[config.mk]
export PLATFORM = sky130hd
export DESIGN_NAME = dual_edge_interval_counter
export DESIGN_NICKNAME = d
export VERILOG_FILES = /design/src/rtl/ivc_pkg.sv /design/src/rtl/ivc_gate_sync.sv /design/src/rtl/ivc_edge_counter.sv /design/src/rtl/ivc_collect.sv /design/src/rtl/dual_edge_interval_counter.sv
export SDC_FILE = /design/constraint.sdc
export NUM_CORES = 1
export LEC_CHECK = 0
export BUFFER_PORTS_ARGS = -buffer_cell sky130_fd_sc_hd__buf_2
export CAP_MARGIN = 20
export CORE_AREA = 2 2 94 96
export DETAILED_ROUTE_END_ITERATION = 8
export DIE_AREA = 0 0 96 98
export PLACE_DENSITY = 0.63
export SYNTH_ARGS = -nofsm -noshare
export SYNTH_HDL_FRONTEND = slang
export SYNTH_SLANG_ARGS = --single-unit
[constraint.sdc]
create_clock -name clk_i -period 3 [get_ports clk_i]
set_input_delay 0.45 -clock clk_i [delete_from_list [all_inputs] [get_ports clk_i]]
set_output_delay 0.45 -clock clk_i [all_outputs]
set_load 0.01 [all_outputs]
[src/rtl/ivc_pkg.sv]
package ivc_pkg;

  typedef enum logic {
    EDGE_RISE = 1'b0,
    EDGE_FALL = 1'b1
  } ivc_edge_e;

  // Cycles between the gate closing in the rising domain and the latch.
  localparam int unsigned SETTLE_CYCLES = 3;

endpackage

[src/rtl/ivc_gate_sync.sv]
module ivc_gate_sync #(
  parameter int unsigned        STAGES = 2,
  parameter ivc_pkg::ivc_edge_e EDGE   = ivc_pkg::EDGE_RISE
) (
  input  logic clk_i,
  input  logic rst_ni,
  input  logic async_i,
  output logic sync_o
);

  logic [STAGES-1:0] chain_q;
  logic [STAGES-1:0] chain_d;

  always_comb begin
    chain_d = {chain_q[STAGES-2:0], async_i};
  end

  if (EDGE == ivc_pkg::EDGE_FALL) begin : g_fall
    always_ff @(negedge clk_i or negedge rst_ni) begin
      if (!rst_ni) chain_q <= '0;
      else         chain_q <= chain_d;
    end
  end else begin : g_rise
    always_ff @(posedge clk_i or negedge rst_ni) begin
      if (!rst_ni) chain_q <= '0;
      else         chain_q <= chain_d;
    end
  end

  assign sync_o = chain_q[STAGES-1];

endmodule

[src/rtl/ivc_edge_counter.sv]
module ivc_edge_counter #(
  parameter int unsigned        CNT_W = 16,
  parameter ivc_pkg::ivc_edge_e EDGE  = ivc_pkg::EDGE_RISE
) (
  input  logic             clk_i,
  input  logic             rst_ni,
  input  logic             clr_i,
  input  logic             en_i,
  output logic [CNT_W-1:0] cnt_o
);

  localparam logic [CNT_W-1:0] CNT_MAX = {CNT_W{1'b1}};

  logic [CNT_W-1:0] cnt_q;
  logic [CNT_W-1:0] cnt_d;
  logic             step;

  always_comb begin
    step  = en_i && (cnt_q != CNT_MAX);
    cnt_d = cnt_q;
    if (clr_i)     cnt_d = '0;
    else if (step) cnt_d = cnt_q + 1'b1;
  end

  if (EDGE == ivc_pkg::EDGE_FALL) begin : g_fall
    always_ff @(negedge clk_i or negedge rst_ni) begin
      if (!rst_ni) cnt_q <= '0;
      else         cnt_q <= cnt_d;
    end

    p_no_overflow_r3: assert property (@(negedge clk_i) disable iff (!rst_ni)
      (cnt_q == CNT_MAX && !clr_i) |=> (cnt_q == CNT_MAX));
    p_idle_hold_r1: assert property (@(negedge clk_i) disable iff (!rst_ni)
      (!clr_i && !en_i) |=> $stable(cnt_q));
    p_clear_zero_r7: assert property (@(negedge clk_i) disable iff (!rst_ni)
      clr_i |=> (cnt_q == '0));
  end else begin : g_rise
    always_ff @(posedge clk_i or negedge rst_ni) begin
      if (!rst_ni) cnt_q <= '0;
      else         cnt_q <= cnt_d;
    end

    p_no_overflow_r3: assert property (@(posedge clk_i) disable iff (!rst_ni)
      (cnt_q == CNT_MAX && !clr_i) |=> (cnt_q == CNT_MAX));
    p_idle_hold_r1: assert property (@(posedge clk_i) disable iff (!rst_ni)
      (!clr_i && !en_i) |=> $stable(cnt_q));
    p_clear_zero_r7: assert property (@(posedge clk_i) disable iff (!rst_ni)
      clr_i |=> (cnt_q == '0));
  end

  assign cnt_o = cnt_q;

endmodule

[src/rtl/ivc_collect.sv]
module ivc_collect #(
  parameter int unsigned CNT_W = 16
) (
  input  logic             clk_i,
  input  logic             rst_ni,
  input  logic             gate_rise_i,
  input  logic [CNT_W-1:0] cnt_rise_i,
  input  logic [CNT_W-1:0] cnt_fall_i,
  output logic [CNT_W:0]   result_o,
  output logic             valid_o
);

  localparam int unsigned PIPE = ivc_pkg::SETTLE_CYCLES - 1;

  logic [CNT_W-1:0] fall_rt_q;
  logic [CNT_W:0]   sum_q,    sum_d;
  logic             gate_d_q;
  logic             close_det;
  logic [PIPE-1:0]  pipe_q,   pipe_d;
  logic [CNT_W:0]   result_q, result_d;
  logic             valid_q,  valid_d;
  logic             latch_en;

  always_comb begin
    close_det = gate_d_q && !gate_rise_i;
    sum_d     = {1'b0, cnt_rise_i} + {1'b0, fall_rt_q};
    pipe_d    = {pipe_q[PIPE-2:0], close_det};
    latch_en  = pipe_q[PIPE-1];
    valid_d   = latch_en;
    result_d  = latch_en ? sum_q : result_q;
  end

  always_ff @(posedge clk_i or negedge rst_ni) begin
    if (!rst_ni) begin
      fall_rt_q <= '0;
      sum_q     <= '0;
      gate_d_q  <= 1'b0;
      pipe_q    <= '0;
      result_q  <= '0;
      valid_q   <= 1'b0;
    end else begin
      fall_rt_q <= cnt_fall_i;
      sum_q     <= sum_d;
      gate_d_q  <= gate_rise_i;
      pipe_q    <= pipe_d;
      result_q  <= result_d;
      valid_q   <= valid_d;
    end
  end

  assign result_o = result_q;
  assign valid_o  = valid_q;

  p_single_pulse_r4: assert property (@(posedge clk_i) disable iff (!rst_ni)
    valid_q |=> !valid_q);
  p_result_hold_r5: assert property (@(posedge clk_i) disable iff (!rst_ni)
    !valid_q |=> (valid_q || $stable(result_q)));
  p_sum_bound_r3: assert property (@(posedge clk_i) disable iff (!rst_ni)
    sum_q <= {1'b0, {CNT_W{1'b1}}} + {1'b0, {CNT_W{1'b1}}});

endmodule

[src/rtl/dual_edge_interval_counter.sv]
module dual_edge_interval_counter #(
  parameter int unsigned CNT_W       = 16,
  parameter int unsigned SYNC_STAGES = 2
) (
  input  logic           clk_i,
  input  logic           rst_ni,
  input  logic           gate_i,
  input  logic           clear_i,
  output logic [CNT_W:0] result_o,
  output logic           valid_o
);

  logic [1:0]       rst_sync_q;
  logic             rst_n_int;
  logic [1:0]       gate_s;
  logic [CNT_W-1:0] cnt [2];

  always_ff @(posedge clk_i or negedge rst_ni) begin
    if (!rst_ni) rst_sync_q <= 2'b00;
    else         rst_sync_q <= {rst_sync_q[0], 1'b1};
  end
  assign rst_n_int = rst_sync_q[1];

  for (genvar e = 0; e < 2; e++) begin : g_edge
    localparam ivc_pkg::ivc_edge_e DOM =
      (e == 0) ? ivc_pkg::EDGE_RISE : ivc_pkg::EDGE_FALL;

    ivc_gate_sync #(
      .STAGES (SYNC_STAGES),
      .EDGE   (DOM)
    ) u_sync (
      .clk_i   (clk_i),
      .rst_ni  (rst_n_int),
      .async_i (gate_i),
      .sync_o  (gate_s[e])
    );

    ivc_edge_counter #(
      .CNT_W (CNT_W),
      .EDGE  (DOM)
    ) u_cnt (
      .clk_i  (clk_i),
      .rst_ni (rst_n_int),
      .clr_i  (clear_i),
      .en_i   (gate_s[e]),
      .cnt_o  (cnt[e])
    );
  end

  ivc_collect #(
    .CNT_W (CNT_W)
  ) u_collect (
    .clk_i       (clk_i),
    .rst_ni      (rst_n_int),
    .gate_rise_i (gate_s[0]),
    .cnt_rise_i  (cnt[0]),
    .cnt_fall_i  (cnt[1]),
    .result_o    (result_o),
    .valid_o     (valid_o)
  );

  p_reset_quiet_r9: assert property (@(posedge clk_i)
    !rst_n_int |-> (!valid_o && result_o == '0));

endmodule

==> results of run 1 <==
-- layout make-up --
class | count | area share (%)
flip-flops and latches | 92 | 49.8
multi-input cells | 255 | 39.2
clock buffers | 15 | 4.08
repair buffers | 26 | 3.13
well taps | 108 | 2.92
inverters | 9 | 0.729
clock inverters | 1 | 0.108
-- metrics by stage --
| step | power, W | instance area [sq um] | utilization, % | cells | worst slack [ns] |
|---|---|---|---|---|---|
| after detailed placement | 0.00141 | 4430 | 52.3 | 489 | 0.495 |
| after global placement | 0.00141 | 4430 | 52.3 | 489 | 0.519 |
| after global routing | 0.00229 | 4630 | 54.7 | 506 | 0.433 |
| final | 0.00218 | 4630 | 54.7 | 506 | 0.557 |
| after CTS | 0.00222 | 4630 | 54.7 | 506 | 0.518 |
| after floorplan | 0.00138 | 4180 | - | 362 | 0.0495 |
-- cells in the mapped netlist, types with 8 or more instances --
master | n | area [sq um]
nor2_1 | 32 | 120
a21oi_1 | 24 | 120
nand4_1 | 8 | 50.1
o21ai_0 | 11 | 55.1
nor3_1 | 13 | 65.1
nand2_1 | 24 | 90.1
nand3_1 | 11 | 55.1
mux2_2 | 17 | 191
inv_1 | 9 | 33.8
dfrtp_1 | 74 | 1850
ha_1 | 18 | 225
xnor2_1 | 26 | 228
dfrtn_1 | 18 | 450
xor2_1 | 9 | 78.8
-- power groups by stage --
stage               sequential, W  combinational [W]  clock (W)
floorplan                 0.00133          0.0000435          0
global placement          0.00133          0.0000822          0
detailed placement        0.00133          0.0000828          0
CTS                       0.00131          0.0000841   0.000831
global route              0.00131          0.0000939   0.000888
finish                    0.00130          0.0000815   0.000798
-- timing repair --
item	4_1_cts	5_1_grt
hold buffers	1	0
setup endpoints to repair	0	0
endpoints found under the hold margin	2	0
-- worst max-delay path, cell delays in order (launching register included) --
cell,delay (ns)
dfrtp_1,0.42
ha_1,0.25
fa_1,0.41
a21oi_1,0.26
o211ai_1,0.14
a21oi_1,0.30
o21ai_0,0.21
a221o_1,0.35
-- state kept, by name, summed over array words and instances, names as in the netlist --
register	flops
rst_sync_q	2
u_collect.valid_o	1
u_collect.pipe_q	2
u_collect.sum_q	17
u_collect.gate_d_q	1
g_edge.u_sync.chain_q	4
u_collect.fall_rt_q	16
u_collect.result_o	17
g_edge.u_cnt.cnt_o	32
-- cell families (layout without fill, tap and decap cells) --
group,after synthesis,count (layout),synth area share (%)
multiplexers,18,18,4.82
flip-flops,92,92,55.1
adder cells (fa/ha/maj),19,19,5.87
other,1,1,0.0898
AO/OA/AOI/OAI,59,59,9.44
buffers and inverters,15,51,1.35
AND/OR/NAND/NOR,123,123,16.0
XOR/XNOR,35,35,7.34
-- worst paths after layout --
path | startpoint | to | slack (ns) | depth (start not counted)
setup / recovery | g_edge[0].u_cnt.cnt_o[0]$_DFFE_PN0P_ | u_collect.sum_q[16]$_DFF_PN0_ | 0.56 | 7
hold / removal | gate_i | g_edge[0].u_sync.chain_q[0]$_DFF_PN0_ | 0.21 | 1
setup reg to reg | g_edge[0].u_cnt.cnt_o[0]$_DFFE_PN0P_ | u_collect.sum_q[16]$_DFF_PN0_ | 0.56 | 7
hold reg to reg | rst_sync_q[1]$_DFF_PN0_ | g_edge[0].u_sync.chain_q[1]$_DFF_PN0_ | 0.29 | 0
max in group asynchronous | rst_sync_q[1]$_DFF_PN0_ | g_edge[1].u_cnt.cnt_o[12]$_DFFE_NN0P_ | 0.93 | 0
min in group asynchronous | rst_sync_q[1]$_DFF_PN0_ | g_edge[0].u_sync.chain_q[1]$_DFF_PN0_ | 0.29 | 0
-- layer usage --
metal	share of wire (%)	vias to the layer above	GRT usage (%)
met1	47	1320	23.7
li1	-	1357	-
met4	1.8	0	6.92
met5	0	-	0
met2	47	52	26.6
met3	3.8	13	4.63
==> summary.txt, run 1 <==
Floorplan
  • Core area: 8470 sq um
  • Full die area: 9410 sq um
  • Initial Utilization: 49.3%
  • Placement Rows: 34
  • IO Pins: 22
  • Die height: 98 microns
  • DIE WIDTH: 96 microns

Setup path
  • Data required time of the critical path: 3.24 ns
  • Critical path type: reg2reg
  • Kind of end point of the critical path: flop
  • WP data arrival: 2.68 ns
  • Startpoint type of the worst setup path: flop
  • Critical Path Fanout Max: 4

STA
  • Max_slew headroom: 52.1%
  • Min Hold Slack: 0.209 ns
  • Worst Skew: 0.0159 ns
  • RSZ-0062 raised after global routing: no
  • # setup viols final: 0
  • Period utilization: 81.4%
  • Pins Over Slew Limit: 0
  • Tmin final: 2.44 ns
  • Setup TNS Final: 0 ns
  • Tightest Pin Transition: 0.718 ns
  • Final Hold Vio Count: 0
  • Maximum clock frequency: 0.409 GHz

Global route
  • Initial antenna violation count: 0
  • GRT Overall Usage: 17.4%
  • Pin count of the biggest net entering global routing: 38
  • Vias in the first global route: 2,724
  • Total gr overflow: 0
  • First-pass GRT wire length: 12,700 microns

Drt
  • Drt via density: 5.42
  • DR iter-0 viols: 94
  • Drt drc: 0
  • Via count: 2,742
  • WL final: 7400 microns
  • Antenna viol nets, final: 0
  • Drt wl/cell: 14.6 microns
  • 1st-pass router iterations: 6

Status
  • Status: completed

Cells and area
  • Antenna diode count: 0
  • Layout cells sized above 1: 16.3%
  • Fill cells: 751
  • Most common cell after layout, fill and taps aside: dfrtp_1
  • Most frequent cells in the layout: dfrtp_1, nor2_1, xnor2_1
  • FF/Latch Area: 2310 sq um
  • Synthesis-to-finish area growth: 10.9%
  • Area occupied by multi-input gates: 1820 sq um
  • Number of nets in the layout: 416

Clock tree
  • CTS tree: yes
  • CTS sink count: 92
  • Clk_lat worst skew: 0.35 ns
  • CTS H-tree depth: 3
  • Post_cts resized: 0
  • Post-CTS Setup Bufs: 0
  • TritonCTS Buffers: 9
  • Clk slew on worst S/H paths: 0.08 ns
  • Clock Root Buffer: clkbuf_8
  • CTS max path bufs: 2

Synth
  • EDFF count, synth: 0
  • Most used flip-flop cell after synthesis: dfrtp_1
  • Avg Inst Size Synth: 11.5 sq um
  • Post-synth ARST share: 100%
  • Seq/Total Area, Yosys: 55.1%
  • Synthesized cell area: 4180 sq um
  • Synth Register Bits: 92
  • YS warnings: 0
  • Synth Net Count: 385
  • Count of cell types in the netlist: 52
  • Number of cells produced by synthesis: 362

Job
  • Max Cap Violations: 0

Placed design
  • DP Wirelength: 5350 microns
  • Buffers on Ports: 21
  • Final GP Congestion: 0.836

Pwr
  • PwrDens: 471 nW/um^2
  • Peak VDD IR: 0.278 mV
  • Pint: 0.00171 W
  • Pleak: 2.21 nW
  • Net switching power: 0.000474 W
  • Sequential power share: 59.7%
  • Comb power frac: 3.7%
  • Switch share: 21.7%
  • Clock network fraction of total power: 36.5%

Hold path
  • Hold crit path type: in2reg
Note: power is estimated with default switching activity, not from simulation.
==> inputs of run 2 (changes only) <==
PLACE_DENSITY = 0.66   (was 0.63)
clock period = 1.96 ns   (was 3 ns; I/O delays follow)
==> summary.txt, run 2 (synthesis gave the netlist of run 1 again) <==
Clock tree
  • CTS tree: yes
  • Clock Root Buffer: clkbuf_8
  • CTS sink count: 92
  • Clk slew on worst S/H paths: 0.09 ns
  • CTS H-tree depth: 3
  • TritonCTS Buffers: 9
  • CTS max path bufs: 2
  • Clk_lat worst skew: 0.36 ns

STA
  • Worst Skew: 0.0212 ns
  • RSZ-0062 raised after global routing: yes
  • Pins Over Slew Limit: 0
  • Final Hold Vio Count: 0
  • Period utilization: 99.6%
  • Tmin final: 1.95 ns
  • Tightest Pin Transition: 0.510 ns
  • Max_slew headroom: 66.0%
  • Setup TNS Final: 0 ns
  • # setup viols final: 0
  • Maximum clock frequency: 0.512 GHz

Drt
  • DR iter-0 viols: 126
  • WL final: 8060 microns
  • Antenna viol nets, final: 0
  • Drt via density: 5.46
  • 1st-pass router iterations: 4
  • Drt drc: 0
  • Via count: 2,977
  • Drt wl/cell: 14.8 microns

Hold path
  • Hold crit path type: in2reg

Cells and area
  • Largest register FFs: 32
  • Antenna diode count: 0
  • Synthesis-to-finish area growth: 22.9%
  • Layout cells sized above 1: 29.3%
  • Fill cells: 685
  • Number of nets in the layout: 455
  • Most frequent cells in the layout: dfrtp_1, buf_4, nor2_1
  • Post-Layout Cell Count: 545
  • Final core occ: 60.6%
  • Post-route cell area: 5130 sq um
  • Most common cell after layout, fill and taps aside: dfrtp_1

Pwr
  • PwrDens: 718 nW/um^2
  • Peak VDD IR: 0.389 mV
  • Pleak: 2.47 nW
  • Total power draw: 0.00369 W

Global route
  • Pin count of the biggest net entering global routing: 43
  • Vias in the first global route: 2,826
  • GRT Overall Usage: 17.8%
  • First-pass GRT wire length: 13,100 microns
  • Initial antenna violation count: 0
  • Total gr overflow: 0

Status
  • Status: completed

Placed design
  • DP Wirelength: 5690 microns
  • Area after DPL: 4670 sq um
  • Final GP Congestion: 0.902
  • Buffers on Ports: 21
  • Dpl cells: 520

Floorplan
  • DIE WIDTH: 96 microns
  • Initial Utilization: 49.3%
  • Placement Rows: 34
  • Core area: 8470 sq um
  • Full die area: 9410 sq um
  • Die height: 98 microns
  • IO Pins: 22

Setup path
  • Kind of end point of the critical path: flop
  • WP data arrival: 2.20 ns
  • Startpoint type of the worst setup path: flop
  • Data required time of the critical path: 2.21 ns
  • Critical Path Fanout Max: 3
  • Critical path type: reg2reg

Job
  • Max Cap Violations: 0
[run 2: path summary, 6_finish.rpt]
path,startpoint,endpoint,slack [ns],cells after the start
max,g_edge[0].u_cnt.cnt_o[0]$_DFFE_PN0P_,u_collect.sum_q[16]$_DFF_PN0_,0.008,7
min,gate_i,g_edge[0].u_sync.chain_q[0]$_DFF_PN0_,0.06,1
max reg2reg,g_edge[0].u_cnt.cnt_o[0]$_DFFE_PN0P_,u_collect.sum_q[16]$_DFF_PN0_,0.008,7
min reg2reg,rst_sync_q[1]$_DFF_PN0_,u_collect.fall_rt_q[3]$_DFF_PN0_,0.23,0
max in group asynchronous,rst_sync_q[1]$_DFF_PN0_,g_edge[1].u_cnt.cnt_o[11]$_DFFE_NN0P_,0.57,0
min in group asynchronous,rst_sync_q[1]$_DFF_PN0_,u_collect.fall_rt_q[3]$_DFF_PN0_,0.23,0
[run 2: where the power goes]
part / switching [W] / internal (W) / total, W
clock network: 0.000675 / 0.000856 / 0.00153
logic: 0.000101 / 0.0000784 / 0.000179
registers: 0.0000321 / 0.00195 / 0.00198
[run 2: layer usage]
layer  GRT usage, %  wire (microns)  up-vias
met5              0               0        -
met4           6.37             136        0
met3           3.78             220       16
met2           29.4            3960       45
met1           23.1            3740     1475
li1               -               -     1441
[run 2: worst max-delay path: stages, from the launching register on]
cell	delay, ns
dfrtp_1	0.39
ha_2	0.19
fa_2	0.37
a21oi_4	0.16
o211ai_1	0.12
a21oi_2	0.20
o21ai_1	0.11
a221o_1	0.30
[run 2: area by class of cell]
class	instances	area, sq um	share of cell area, %
clock buffer	9	124	2.41
clock inverter	7	121	2.36
inverter	9	33.8	0.658
multi-input combinational	255	1970	38.4
sequential	92	2310	44.9
tap	108	135	2.63
timing repair buffer	65	442	8.61
[run 2: stage by stage]
stage	hold slack (ns)	worst slack, ns
2_1_floorplan	-0.00159	0.0106
3_3_place_gp	0.0791	-0.0240
3_5_place_dp	0.0799	-0.113
4_1_cts	0.0494	-0.0295
5_1_grt	0.0526	-0.0529
6_report	0.0650	0.00754
[run 2: timing repair]
| action | CTS | global route |
|---|---|---|
| endpoints found under the hold margin | 2 | 0 |
| pin swaps | 10 | 8 |
| setup buffers | 3 | 5 |
| endpoints found under the setup margin | 5 | 22 |
| resized for setup | 8 | 17 |
| hold buffers | 1 | 0 |
==> inputs of run 3 (changes only) <==
CORE_AREA = 2 2 126 128   (was 2 2 94 96)
DIE_AREA = 0 0 128 130   (was 0 0 96 98)
PLACE_DENSITY = 0.39   (was 0.66)
SLEW_MARGIN = 20   (was not set)
==> summary.txt, run 3 (synthesis gave the netlist of run 1 again) <==
Status
  • Status: complete, but fails checks
  • Failing checks: setup timing

Hold path
  • Hold crit path type: in2reg
  • WHS Path Cells: 1
  • Hold Path Origin: gate_i

Placed design
  • Buffers on Ports: 21
  • Final GP Congestion: 0.802
  • DP Wirelength: 6520 microns

STA
  • Pins Over Slew Limit: 0
  • RSZ-0062 raised after global routing: yes
  • Final Hold Vio Count: 0
  • Tmin final: 1.98 ns
  • Worst Skew: 0.00469 ns
  • # setup viols final: 1
  • Period utilization: 101%
  • Tightest Pin Transition: 0.496 ns
  • Min Hold Slack: 0.0912 ns
  • Maximum clock frequency: 0.504 GHz
  • Final WS setup: -0.0224 ns
  • Max_slew headroom: 66.7%
  • Setup TNS Final: -0.0224 ns

Cells and area
  • Largest register FFs: 32
  • Most common cell after layout, fill and taps aside: dfrtp_1
  • Number of nets in the layout: 458
  • Layout cells sized above 1: 28.2%
  • Synthesis-to-finish area growth: 26.4%
  • Most frequent cells in the layout: dfrtp_1, buf_4, nor2_1
  • Antenna diode count: 0
  • Final core occ: 34.2%

Global route
  • Total gr overflow: 0
  • GRT Overall Usage: 11.8%
  • Initial antenna violation count: 0
  • Vias in the first global route: 3,018
  • First-pass GRT wire length: 15,200 microns
  • Pin count of the biggest net entering global routing: 36

Pwr
  • Pleak: 2.50 nW
  • PwrDens: 761 nW/um^2
  • Pint: 0.00317 W
  • Sequential power share: 49.5%
  • Total power draw: 0.00402 W
  • Switch share: 20.9%
  • Peak VDD IR: 0.397 mV
  • Clock network fraction of total power: 46.2%
  • Comb power frac: 4.3%
  • Net switching power: 0.000841 W

Drt
  • Drt wl/cell: 13.9 microns
  • DR iter-0 viols: 158
  • WL final: 8790 microns
  • Drt via density: 4.57
  • 1st-pass router iterations: 4
  • Drt drc: 0
  • Antenna viol nets, final: 0
  • Via count: 2,888

Setup path
  • Critical Path Fanout Max: 3
  • FF-to-FF path depth: 7
  • Critical path type: reg2reg
  • Kind of end point of the critical path: flop
  • WP data arrival: 2.20 ns
  • Data required time of the critical path: 2.18 ns
  • Setup slack, reg-to-reg: -0.02 ns
  • R2r startpoint: g_edge[0].u_cnt.cnt_o[0]$_DFFE_PN0P_
  • Startpoint type of the worst setup path: flop
  • Worst Setup SP: g_edge[0].u_cnt.cnt_o[0]$_DFFE_PN0P_

Clock tree
  • CTS sink count: 92
  • CTS max path bufs: 2
  • CTS tree: yes
  • TritonCTS Buffers: 9
  • CTS H-tree depth: 3
  • Clk slew on worst S/H paths: 0.06 ns
  • Clock Root Buffer: clkbuf_16
  • Clk_lat worst skew: 0.35 ns

Floorplan
  • Full die area: 16,600 sq um
  • DIE WIDTH: 128 microns
  • Core area: 15,400 sq um
  • Initial Utilization: 27.1%
  • Die height: 130 microns
  • Placement Rows: 46
  • IO Pins: 22

Job
  • Max Cap Violations: 0
run 3: cell types whose count changed in the layout (fill, tap and decap cells not counted), moves of 3 or more:
| cell | change |
|---|---|
| clkbuf_8 | -8 |
| clkbuf_16 | +9 |
| buf_4 | +3 |
| ha_2 | -3 |
| ha_1 | +3 |
run 3: path summary, 6_finish.rpt:
check | to
worst max register to register | u_collect.sum_q[16]$_DFF_PN0_
min in group asynchronous | rst_sync_q[1]$_DFF_PN0_
worst min-delay path | g_edge[0].u_sync.chain_q[0]$_DFF_PN0_
worst min register to register | u_collect.fall_rt_q[13]$_DFF_PN0_
worst max-delay path | u_collect.sum_q[16]$_DFF_PN0_
max in group asynchronous | g_edge[1].u_cnt.cnt_o[15]$_DFFE_NN0P_
run 3: cell type report:
class / instances / area (sq um)
well taps: 192 / 240
repair buffers: 68 / 464
clock inverters: 4 / 72.6
clock buffers: 12 / 246
multi-input cells: 255 / 1920
fillers: 1602 / 10100
flip-flops and latches: 92 / 2310
inverters: 9 / 33.8
run 3: worst max-delay path, cell delays in order (launching register included):
cell,delay [ns]
dfrtp_1,0.41
ha_4,0.17
fa_2,0.36
a21oi_4,0.16
o211ai_1,0.15
a21oi_2,0.21
o21ai_2,0.08
a221o_1,0.31
run 3: metal layers:
layer	share of wire, %	up-vias	track usage [%]
li1	-	1445	-
met1	49	1397	15.3
met2	46	37	19.0
met3	3.6	9	3.69
met4	1.5	0	3.88
met5	0	-	0
run 3: timing repair:
item | 4_1_cts | 5_1_grt
resized for setup | 9 | 7
hold buffers | 1 | 0
hold endpoints to repair | 2 | 0
setup endpoints to repair | 6 | 23
buffers inserted | 2 | 1
pin swaps | 11 | 8
run 3: through the flow:
step | cells | worst slack (ns) | instance area, sq um
detailed placement | 612 | -0.0888 | 4840
CTS | 631 | -0.0526 | 5230
global placement | 612 | -0.0704 | 4840
global route | 632 | -0.111 | 5280
floorplan | 362 | 0.0106 | 4190
finish | 632 | -0.0224 | 5280
run 3: power by group through the flow:
| stage | Clock (W) | Sequential [W] | Combinational (W) |
|---|---|---|---|
| after floorplan | 0 | 0.00204 | 0.0000675 |
| after global placement | 0 | 0.00202 | 0.000172 |
| after detailed placement | 0 | 0.00202 | 0.000174 |
| after CTS | 0.00194 | 0.00199 | 0.000180 |
| after global routing | 0.00201 | 0.00199 | 0.000197 |
| final | 0.00186 | 0.00199 | 0.000173 |
